===== src/rtl/cmd_stage_pkg.sv =====
package cmd_stage_pkg;
  typedef struct packed {
    logic stageWr;   // at least one lane written this cycle
    logic commitWr;  // top lane written: capture merged word
  } ctrlStrobes_t;
endpackage


===== src/rtl/cmd_stage_dp.sv =====
module cmd_stage_dp
  import cmd_stage_pkg::*;
#(
  parameter int DATA_W = 32,
  parameter int CODE_W = 4
) (
  input  logic                    clk,
  input  logic                    rstN,
  input  ctrlStrobes_t            strobes,
  input  logic [DATA_W/8-1:0]     wrBe,
  input  logic [DATA_W-1:0]       wrData,
  output logic [CODE_W-1:0]       mergedCode,
  output logic [DATA_W-1:0]       commitWord
);
  localparam int LANES = DATA_W / 8;

  logic [DATA_W-1:0] stageQ;
  logic [DATA_W-1:0] merged;

  // per-lane merge of incoming bytes over the staging word
  for (genvar g = 0; g < LANES; g++) begin : gLane
    assign merged[8*g +: 8] = wrBe[g] ? wrData[8*g +: 8] : stageQ[8*g +: 8];
  end

  assign mergedCode = merged[CODE_W-1:0];

  always_ff @(posedge clk or negedge rstN) begin
    if (!rstN) begin
      stageQ <= '0;
    end else if (strobes.stageWr) begin
      stageQ <= merged;
    end
  end

  always_ff @(posedge clk or negedge rstN) begin
    if (!rstN) begin
      commitWord <= '0;
    end else if (strobes.commitWr) begin
      commitWord <= merged;
    end
  end

  // staging only moves when a lane is written
  a_r2_stage_hold: assert property (@(posedge clk) disable iff (!rstN)
    !strobes.stageWr |=> $stable(stageQ));

  // the committed word holds between commits
  a_r5_word_hold: assert property (@(posedge clk) disable iff (!rstN)
    !strobes.commitWr |=> $stable(commitWord));

  // a commit leaves the staging word equal to the committed word
  a_r10_stage_kept: assert property (@(posedge clk) disable iff (!rstN)
    strobes.commitWr |=> (stageQ == commitWord));
endmodule


===== src/rtl/cmd_stage_ctrl.sv =====
module cmd_stage_ctrl
  import cmd_stage_pkg::*;
#(
  parameter int            LANES         = 4,
  parameter int            CODE_W        = 4,
  parameter logic [CODE_W-1:0] RESET_CODE = 4'h1,
  parameter logic [CODE_W-1:0] TEST_CODE  = 4'h2
) (
  input  logic               clk,
  input  logic               rstN,
  input  logic               wrEn,
  input  logic [LANES-1:0]   wrBe,
  input  logic               busy,
  input  logic [CODE_W-1:0]  mergedCode,
  output ctrlStrobes_t       strobes,
  output logic               commitPulse,
  output logic               resetReq,
  output logic               selfTestReq,
  output logic               rejected
);
  localparam int TOP_LANE = LANES - 1;

  logic commitNow;
  logic acceptNow;

  assign commitNow        = wrEn && wrBe[TOP_LANE];
  assign acceptNow        = commitNow && !busy;
  assign strobes.stageWr  = wrEn && (|wrBe);
  assign strobes.commitWr = commitNow;

  always_ff @(posedge clk or negedge rstN) begin
    if (!rstN) begin
      commitPulse <= 1'b0;
      resetReq    <= 1'b0;
      selfTestReq <= 1'b0;
      rejected    <= 1'b0;
    end else begin
      commitPulse <= commitNow;
      resetReq    <= acceptNow && (mergedCode == RESET_CODE);
      selfTestReq <= acceptNow && (mergedCode == TEST_CODE);
      rejected    <= commitNow && busy;
    end
  end

  // a pulse follows exactly the edges with a top-lane write
  a_r3_no_commit: assert property (@(posedge clk) disable iff (!rstN)
    !(wrEn && wrBe[TOP_LANE]) |=> !commitPulse);
  a_r4_commit: assert property (@(posedge clk) disable iff (!rstN)
    (wrEn && wrBe[TOP_LANE]) |=> commitPulse);

  // at most one action, and every action rides on a commit
  a_r6_one_action: assert property (@(posedge clk) disable iff (!rstN)
    $onehot0({resetReq, selfTestReq, rejected}));
  a_r7_action_needs_commit: assert property (@(posedge clk) disable iff (!rstN)
    (resetReq || selfTestReq || rejected) |-> commitPulse);

  // busy at the write edge turns the commit into a rejection
  a_r9_busy_reject: assert property (@(posedge clk) disable iff (!rstN)
    (wrEn && wrBe[TOP_LANE] && busy) |=> (rejected && !resetReq && !selfTestReq));
endmodule


===== src/rtl/cmd_stage_reg.sv =====
module cmd_stage_reg
  import cmd_stage_pkg::*;
#(
  parameter int DATA_W = 32,
  parameter int CODE_W = 4,
  parameter logic [CODE_W-1:0] RESET_CODE = 4'h1,
  parameter logic [CODE_W-1:0] TEST_CODE  = 4'h2
) (
  input  logic                clk,
  input  logic                rstN,
  input  logic                wrEn,
  input  logic [DATA_W/8-1:0] wrBe,
  input  logic [DATA_W-1:0]   wrData,
  input  logic                busy,
  output logic                commitPulse,
  output logic [DATA_W-1:0]   commitWord,
  output logic                resetReq,
  output logic                selfTestReq,
  output logic                rejected
);
  localparam int LANES = DATA_W / 8;

  ctrlStrobes_t      strobes;
  logic [CODE_W-1:0] mergedCode;

  cmd_stage_ctrl #(
    .LANES(LANES), .CODE_W(CODE_W),
    .RESET_CODE(RESET_CODE), .TEST_CODE(TEST_CODE)
  ) i_ctrl (
    .clk(clk), .rstN(rstN), .wrEn(wrEn), .wrBe(wrBe), .busy(busy),
    .mergedCode(mergedCode), .strobes(strobes),
    .commitPulse(commitPulse), .resetReq(resetReq),
    .selfTestReq(selfTestReq), .rejected(rejected)
  );

  cmd_stage_dp #(
    .DATA_W(DATA_W), .CODE_W(CODE_W)
  ) i_dp (
    .clk(clk), .rstN(rstN), .strobes(strobes), .wrBe(wrBe),
    .wrData(wrData), .mergedCode(mergedCode), .commitWord(commitWord)
  );
endmodule


===== config.mk =====
export PLATFORM = sky130hd
export DESIGN_NAME = cmd_stage_reg
export DESIGN_NICKNAME = d
export VERILOG_FILES = /design/src/rtl/cmd_stage_pkg.sv /design/src/rtl/cmd_stage_dp.sv /design/src/rtl/cmd_stage_ctrl.sv /design/src/rtl/cmd_stage_reg.sv
export SDC_FILE = /design/constraint.sdc
export NUM_CORES = 1
export LEC_CHECK = 0
export BUFFER_PORTS_ARGS = -buffer_cell sky130_fd_sc_hd__buf_2
export CAP_MARGIN = 20
export CORE_MARGIN = 2
export CORE_UTILIZATION = 45
export CTS_BUF_LIST = sky130_fd_sc_hd__clkbuf_16
export DETAILED_ROUTE_END_ITERATION = 10
export MAX_ROUTING_LAYER = met4
export PLACE_DENSITY_LB_ADDON = 0.25
export RECOVER_POWER = 100
export SYNTH_ARGS = -nofsm -noshare
export SYNTH_HDL_FRONTEND = slang
export SYNTH_SLANG_ARGS = --single-unit

===== constraint.sdc =====
create_clock -name clk -period 1.2 [get_ports clk]
set_input_delay 0.3 -clock clk [delete_from_list [all_inputs] [get_ports clk]]
set_output_delay 0.3 -clock clk [all_outputs]
set_load 0.02 [all_outputs]

==> metrics.txt, run 1 <==
placed wire-length estimate 3760 um; status complete, no violations; Slew Viols, Final 0; Cell Area, Synth 0.00254 sq mm; DRC Markers 0; Setup CP Type flip-flop to flip-flop; Area growth, synth to finish 33.8%; unrepaired setup endpoints after global routing true; number of CTS-inserted buffers 9; Max Cap Viol 0; share of Yosys cell area claimed by the top area cell type 59.2%; initial antenna violation count 0; Syn Nets 239; final worst slack 0.00474 ns; final period demand of the worst path 1.20 ns; count of final setup violators 0; CP max-delay cell or3_4; distinct cell type count after synthesis 18; HP Class input pin to flip-flop; Hold Path Cell Cnt 2; Ant. Diodes 0; Worst EP arrival 1.41 ns; DRT Pass-1 Iters 4; row count 27; Via Count 1949; wire per inst 15.1 um; Yosys top cell by area dfrtp_1; worst skew pair latency 0.32 ns; r2r setup slk 0.005 ns; RR Startpoint i_dp.stageQ[2]$_DFFE_PN0P_; Initial Util 46.4%; Design Power 5.91 mW; Worst-Margin Slew 0.540 ns; # H-tree levels 3; peak supply drop 824 uV; first-pass GRT wire length 9240 um; PortBufs 75; total gr overflow 0; count of state elements after synthesis 60; Post-Place Cells 352; RR Endpoint i_ctrl.resetReq$_DFF_PN0_; layout cells sized above 1 44.4%; post-route core utilization 62.0%; clk slew on worst S/H paths 0.05 ns; Layout fillers 490; vias in the first global route 1975; Crit path required time 1.41 ns; main area contributors after synthesis dfrtp_1, mux2_2, a21oi_1, mux2i_1, a21o_1; nets 333; die area 0.00626 sq mm; maximum clock rate 837 MHz; critical path launch point type flip-flop; max_slew headroom 64.0%; clock sink count 60; Pleak 1.69 nW; CP Capture Type flip-flop; remaining antenna violation count 0; worst slack at placement -0.137 ns; CP Cell Sequence or3_4 -> a2111oi_4; Hold Crit Start wrData[12]; CP Max Fanout 2; Vias per Instance 5.28; Critical Path Max Stage Delay 0.40 ns; CTS tree built; CORE AREA 0.00547 sq mm; die width 79.1 um; routed wire length 5560 um; Placed Area 0.00314 sq mm; cells after synthesis 199; total global-route track usage 20.1%; num ports 76; Finished Layout Cells 369; Worst Reg-to-Reg Cells 2; warnings from Yosys 0; 1st-iter DRT viols 76; Pwr per Cell Area 1740 mW/mm^2; final non-filler cell area 0.00339 sq mm; Final Hold Vio Count 0; final period utilization 99.6%; final setup skew 0.00403 ns; post-synthesis sequential area ratio 59.2%; CTS root buf clkbuf_16; Avg Cell Area, Syn 12.8 sq um; routability cong. 0.763; clk buf depth 2; Hold Crit Endpoint i_dp.stageQ[12]$_DFFE_PN0P_; largest net degree at the start of global routing 61; Chip Height 79.1 um
-- kinds of logic (layout without fill, tap and decap cells) --
family,Yosys count,count (layout),synth area share [%]
AO/OA/AOI/OAI,58,58,13.0
AND/OR/NAND/NOR,16,16,3.90
buffers and inverters,15,113,2.91
flip-flops,60,60,59.2
multiplexers,50,50,21.0
-- power by group --
| part | leakage, nW | internal (mW) | switching (mW) |
|---|---|---|---|
| Clock | 0.140 | 1.55 | 0.811 |
| Combinational | 0.854 | 0.463 | 0.609 |
| Sequential | 0.699 | 2.32 | 0.154 |
-- area by class of cell --
class | instances | area (sq um) | area share [%]
inverters | 1 | 3.75 | 0.111
multi-input cells | 124 | 990 | 29.2
clock inverters | 6 | 48.8 | 1.44
well taps | 72 | 90.1 | 2.65
clock buffers | 9 | 225 | 6.63
flip-flops and latches | 60 | 1500 | 44.2
repair buffers | 97 | 536 | 15.8
-- layer usage --
layer  share of wire [%]  vias to the layer above  global-route usage, %
met4                 2.2                        0                   11.6
met2                  46                       59                   29.2
met1                  47                      968                   26.3
li1                    -                      912                      -
met5                   0                        -                      -
met3                 4.9                       10                   4.43
-- worst max-delay path by stage --
stage	from	to	slack, ns	cells past startpoint
floorplan	i_dp.stageQ[2]$_DFFE_PN0P_	i_ctrl.resetReq$_DFF_PN0_	0.003	2
global placement	wrBe[0]	i_ctrl.selfTestReq$_DFF_PN0_	-0.06	3
detailed placement	wrBe[0]	i_ctrl.resetReq$_DFF_PN0_	-0.14	3
CTS	i_dp.stageQ[2]$_DFFE_PN0P_	i_ctrl.resetReq$_DFF_PN0_	-0.002	2
global route	i_dp.stageQ[2]$_DFFE_PN0P_	i_ctrl.resetReq$_DFF_PN0_	-0.05	2
finish	i_dp.stageQ[2]$_DFFE_PN0P_	i_ctrl.resetReq$_DFF_PN0_	0.005	2
-- critical path: cells and delay by family (launching register included) --
family,cells,cell delay [ns]
AND/OR/NAND/NOR,1,0.40
flip-flops,1,0.38
AO/OA/AOI/OAI,1,0.31
-- cells in the final DEF, fill, tap and decap left out --
cell           count
a2111oi_4          2
a21o_1             8
a21oi_1           48
and3_1             9
buf_2             46
buf_4             16
buf_6              1
bufinv_16          1
clkbuf_1           3
clkbuf_16          9
clkbuf_2          29
clkbuf_4           1
clkinv_1           4
dfrtp_1           60
dlygate4sd3_1      1
inv_1              2
mux2_1             1
mux2_2            25
mux2i_1           24
nand2_1            3
nand2_2            1
nand3b_1           1
or3_4              1
or3b_1             1
-- state kept, by name, indices dropped and copies added (netlist names) --
name,flops
i_dp.commitWord,32
i_ctrl.selfTestReq,1
i_ctrl.commitPulse,1
i_ctrl.resetReq,1
i_dp.stageQ,24
i_ctrl.rejected,1
-- through the flow --
step,hold WS (ns),setup TNS [ns]
CTS,0.215,-0.00151
global route,0.226,-0.0589
finish,0.223,0
detailed placement,0.329,-1.37
floorplan,0.00441,0
global placement,0.334,-0.349
-- synth_stat cells, drive strengths merged --
master	count
or3b	1
a21oi	48
a21o	8
mux2i	24
mux2	26
dfrtp	60
nand2	4
inv	1
clkbuf	5
buf	9
and3	9
nand3b	1
a2111oi	2
or3	1
-- timing repair --
action,in CTS,in global routing
endpoints found under the setup margin,2,3
pin swaps,3,0
resized for setup,2,2
hold buffers,1,0
setup buffers,1,0
hold endpoints to repair,39,0
No activity file was read; power rests on OpenSTA's default activity.
==> run 2, diff against run 1 <==
--- a/config.mk
+++ b/config.mk
@@ -8,7 +8,7 @@
 export BUFFER_PORTS_ARGS = -buffer_cell sky130_fd_sc_hd__buf_2
 export CAP_MARGIN = 20
 export CORE_MARGIN = 2
-export CORE_UTILIZATION = 45
+export CORE_UTILIZATION = 40
 export CTS_BUF_LIST = sky130_fd_sc_hd__clkbuf_16
 export DETAILED_ROUTE_END_ITERATION = 10
 export MAX_ROUTING_LAYER = met4
==> metrics.txt, run 2 (synthesized netlist as in run 1, its figures left out) <==
nets 337 (was 333); CP Cell Sequence or3_4 -> a2111oi_4 (unchanged); number of CTS-inserted buffers 9 (unchanged); placed wire-length estimate 3890 um (was 3760 um); Crit path depth 2 (unchanged); CP Capture Type flip-flop (unchanged); vias in the first global route 1938 (was 1975); status complete, but fails checks (was complete, no violations); Initial Util 40.7% (was 46.4%); most frequent cells in the layout buf_2, dfrtp_1, a21oi_1 (was dfrtp_1, a21oi_1, buf_2); 1st-iter DRT viols 58 (was 76); unrepaired setup endpoints after global routing true (unchanged); largest net degree at the start of global routing 61 (unchanged); worst-case hold slack 0.223 ns (about the same); final worst slack -0.00824 ns (was 0.00474 ns); Max Cap Viol 0 (unchanged); Final Hold Vio Count 0 (unchanged); most common cell after layout, fill and taps aside buf_2 (was dfrtp_1); Critical Path Max Stage Delay 0.43 ns (was 0.40 ns); total gr overflow 0 (unchanged); HP Class input pin to flip-flop (unchanged); layout cells sized above 1 44.7% (was 44.4%); count of final setup violators 2 (was 0); PortBufs 75 (unchanged); routability cong. 0.722 (was 0.763); largest register by flop count i_dp.commitWord (unchanged); maximum clock rate 828 MHz (was 837 MHz); Worst-Margin Slew 0.551 ns (was 0.540 ns); # H-tree levels 3 (unchanged); peak supply drop 1140 uV (was 824 uV); Ant. Diodes 0 (unchanged); Largest register FFs 32 (unchanged); CORE AREA 0.00624 sq mm (was 0.00547 sq mm); final period utilization 101% (was 99.6%); final setup skew 0.00582 ns (was 0.00403 ns); setup_tns -0.0107 ns (was 0 ns); RR Startpoint i_dp.stageQ[3]$_DFFE_PN0P_ (was i_dp.stageQ[2]$_DFFE_PN0P_); routed wire length 5640 um (was 5560 um); Worst Setup SP i_dp.stageQ[3]$_DFFE_PN0P_ (was i_dp.stageQ[2]$_DFFE_PN0P_); CTS root buf clkbuf_16 (unchanged); critical path launch point type flip-flop (unchanged); Pwr per Cell Area 1830 mW/mm^2 (was 1740 mW/mm^2); final period demand of the worst path 1.21 ns (was 1.20 ns); Vias per Instance 4.97 (was 5.28); Placed Area 0.00316 sq mm (was 0.00314 sq mm); clk buf depth 2 (unchanged); WP buf/inv 0 (unchanged); failing checks setup timing; Critical path destination i_ctrl.resetReq$_DFF_PN0_ (unchanged); row count 29 (was 27); Layout fillers 576 (was 490); clock sink count 60 (unchanged); num ports 76 (unchanged); Chip Height 83.6 um (was 79.1 um); Crit path required time 1.42 ns (was 1.41 ns); worst skew pair latency 0.32 ns (about the same); Area growth, synth to finish 37.0% (was 33.8%); first-pass GRT wire length 9500 um (was 9240 um); DRC Markers 0 (unchanged); crit-path leading delay family simple AND/OR/NAND/NOR gates (unchanged); die area 0.00700 sq mm (was 0.00626 sq mm); DRT Pass-1 Iters 4 (unchanged); clk slew on worst S/H paths 0.05 ns (about the same); biggest regs i_dp.commitWord: 32 flops, i_dp.stageQ: 24 flops (unchanged); CP Max Fanout 2 (unchanged); Pleak 1.72 nW (was 1.69 nW); wire per inst 14.9 um (was 15.1 um); Worst Reg-to-Reg Cells 2 (unchanged); r2r setup slk -0.008 ns (was 0.005 ns); Slew Viols, Final 0 (unchanged); die width 83.6 um (was 79.1 um); CTS tree built (unchanged); final non-filler cell area 0.00348 sq mm (was 0.00339 sq mm); CP max-delay cell or3_4 (unchanged); Worst EP arrival 1.42 ns (was 1.41 ns); Setup CP Type flip-flop to flip-flop (unchanged); max_slew headroom 63.3% (was 64.0%); total global-route track usage 17.8% (was 20.1%); Via Count 1883 (was 1949); initial antenna violation count 0 (unchanged); flip-flop and latch area 0.00150 sq mm (unchanged); footprint of the multi-input gates 990 sq um (unchanged); RR Endpoint i_ctrl.resetReq$_DFF_PN0_ (unchanged); remaining antenna violation count 0 (unchanged)
run 2: repair_timing:
item,in CTS,in global routing
gates resized for setup,2,2
cloned,0,0
hold buffers,1,0
buffers inserted,1,0
setup endpoints to repair,2,3
hold endpoints to repair,60,0
pin swaps,3,0
run 2: per-layer routing:
layer	share of wire, %	GRT usage, %	wire length, um
met2	48	27.0	2710
met5	0	-	0
met3	4.1	4.25	229
met4	2.0	8.36	114
met1	46	22.6	2590
run 2: how the worst min path moves through the flow:
stage               startpoint                        endpoint  depth (start not counted)
global placement          rstN     i_dp.stageQ[13]$_DFFE_PN0P_                          2
finish              wrData[18]     i_dp.stageQ[18]$_DFFE_PN0P_                          2
CTS                 wrData[18]     i_dp.stageQ[18]$_DFFE_PN0P_                          2
floorplan                 rstN    i_ctrl.commitPulse$_DFF_PN0_                          0
detailed placement        rstN  i_dp.commitWord[8]$_DFFE_PN0P_                          2
global route        wrData[18]     i_dp.stageQ[18]$_DFFE_PN0P_                          2
run 2: layout make-up:
class | instances | area share (%)
Clock buffer | 9 | 6.48
Clock inverter | 7 | 3.02
Inverter | 1 | 0.108
Multi-Input combinational cell | 124 | 28.5
Sequential cell | 60 | 43.2
Tap cell | 77 | 2.77
Timing Repair Buffer | 101 | 16.0
run 2: per-stage QoR:
step	std cells	utilization, %	setup WS (ns)	total power, mW
2_1_floorplan	199	-	0.00332	3.12
3_3_place_gp	361	50.7	-0.0664	3.56
3_5_place_dp	361	50.7	-0.0899	3.58
4_1_cts	379	56.6	0.0191	6.48
5_1_grt	379	55.7	-0.0629	6.68
6_report	379	55.7	-0.00824	6.38
run 2: where the power goes:
part | internal [mW] | leakage, nW | switching [mW] | total, mW
clock | 2.00 | 0.160 | 0.847 | 2.84
combinational | 0.469 | 0.864 | 0.608 | 1.08
sequential | 2.32 | 0.699 | 0.144 | 2.46
total | 4.78 | 1.72 | 1.60 | 6.38
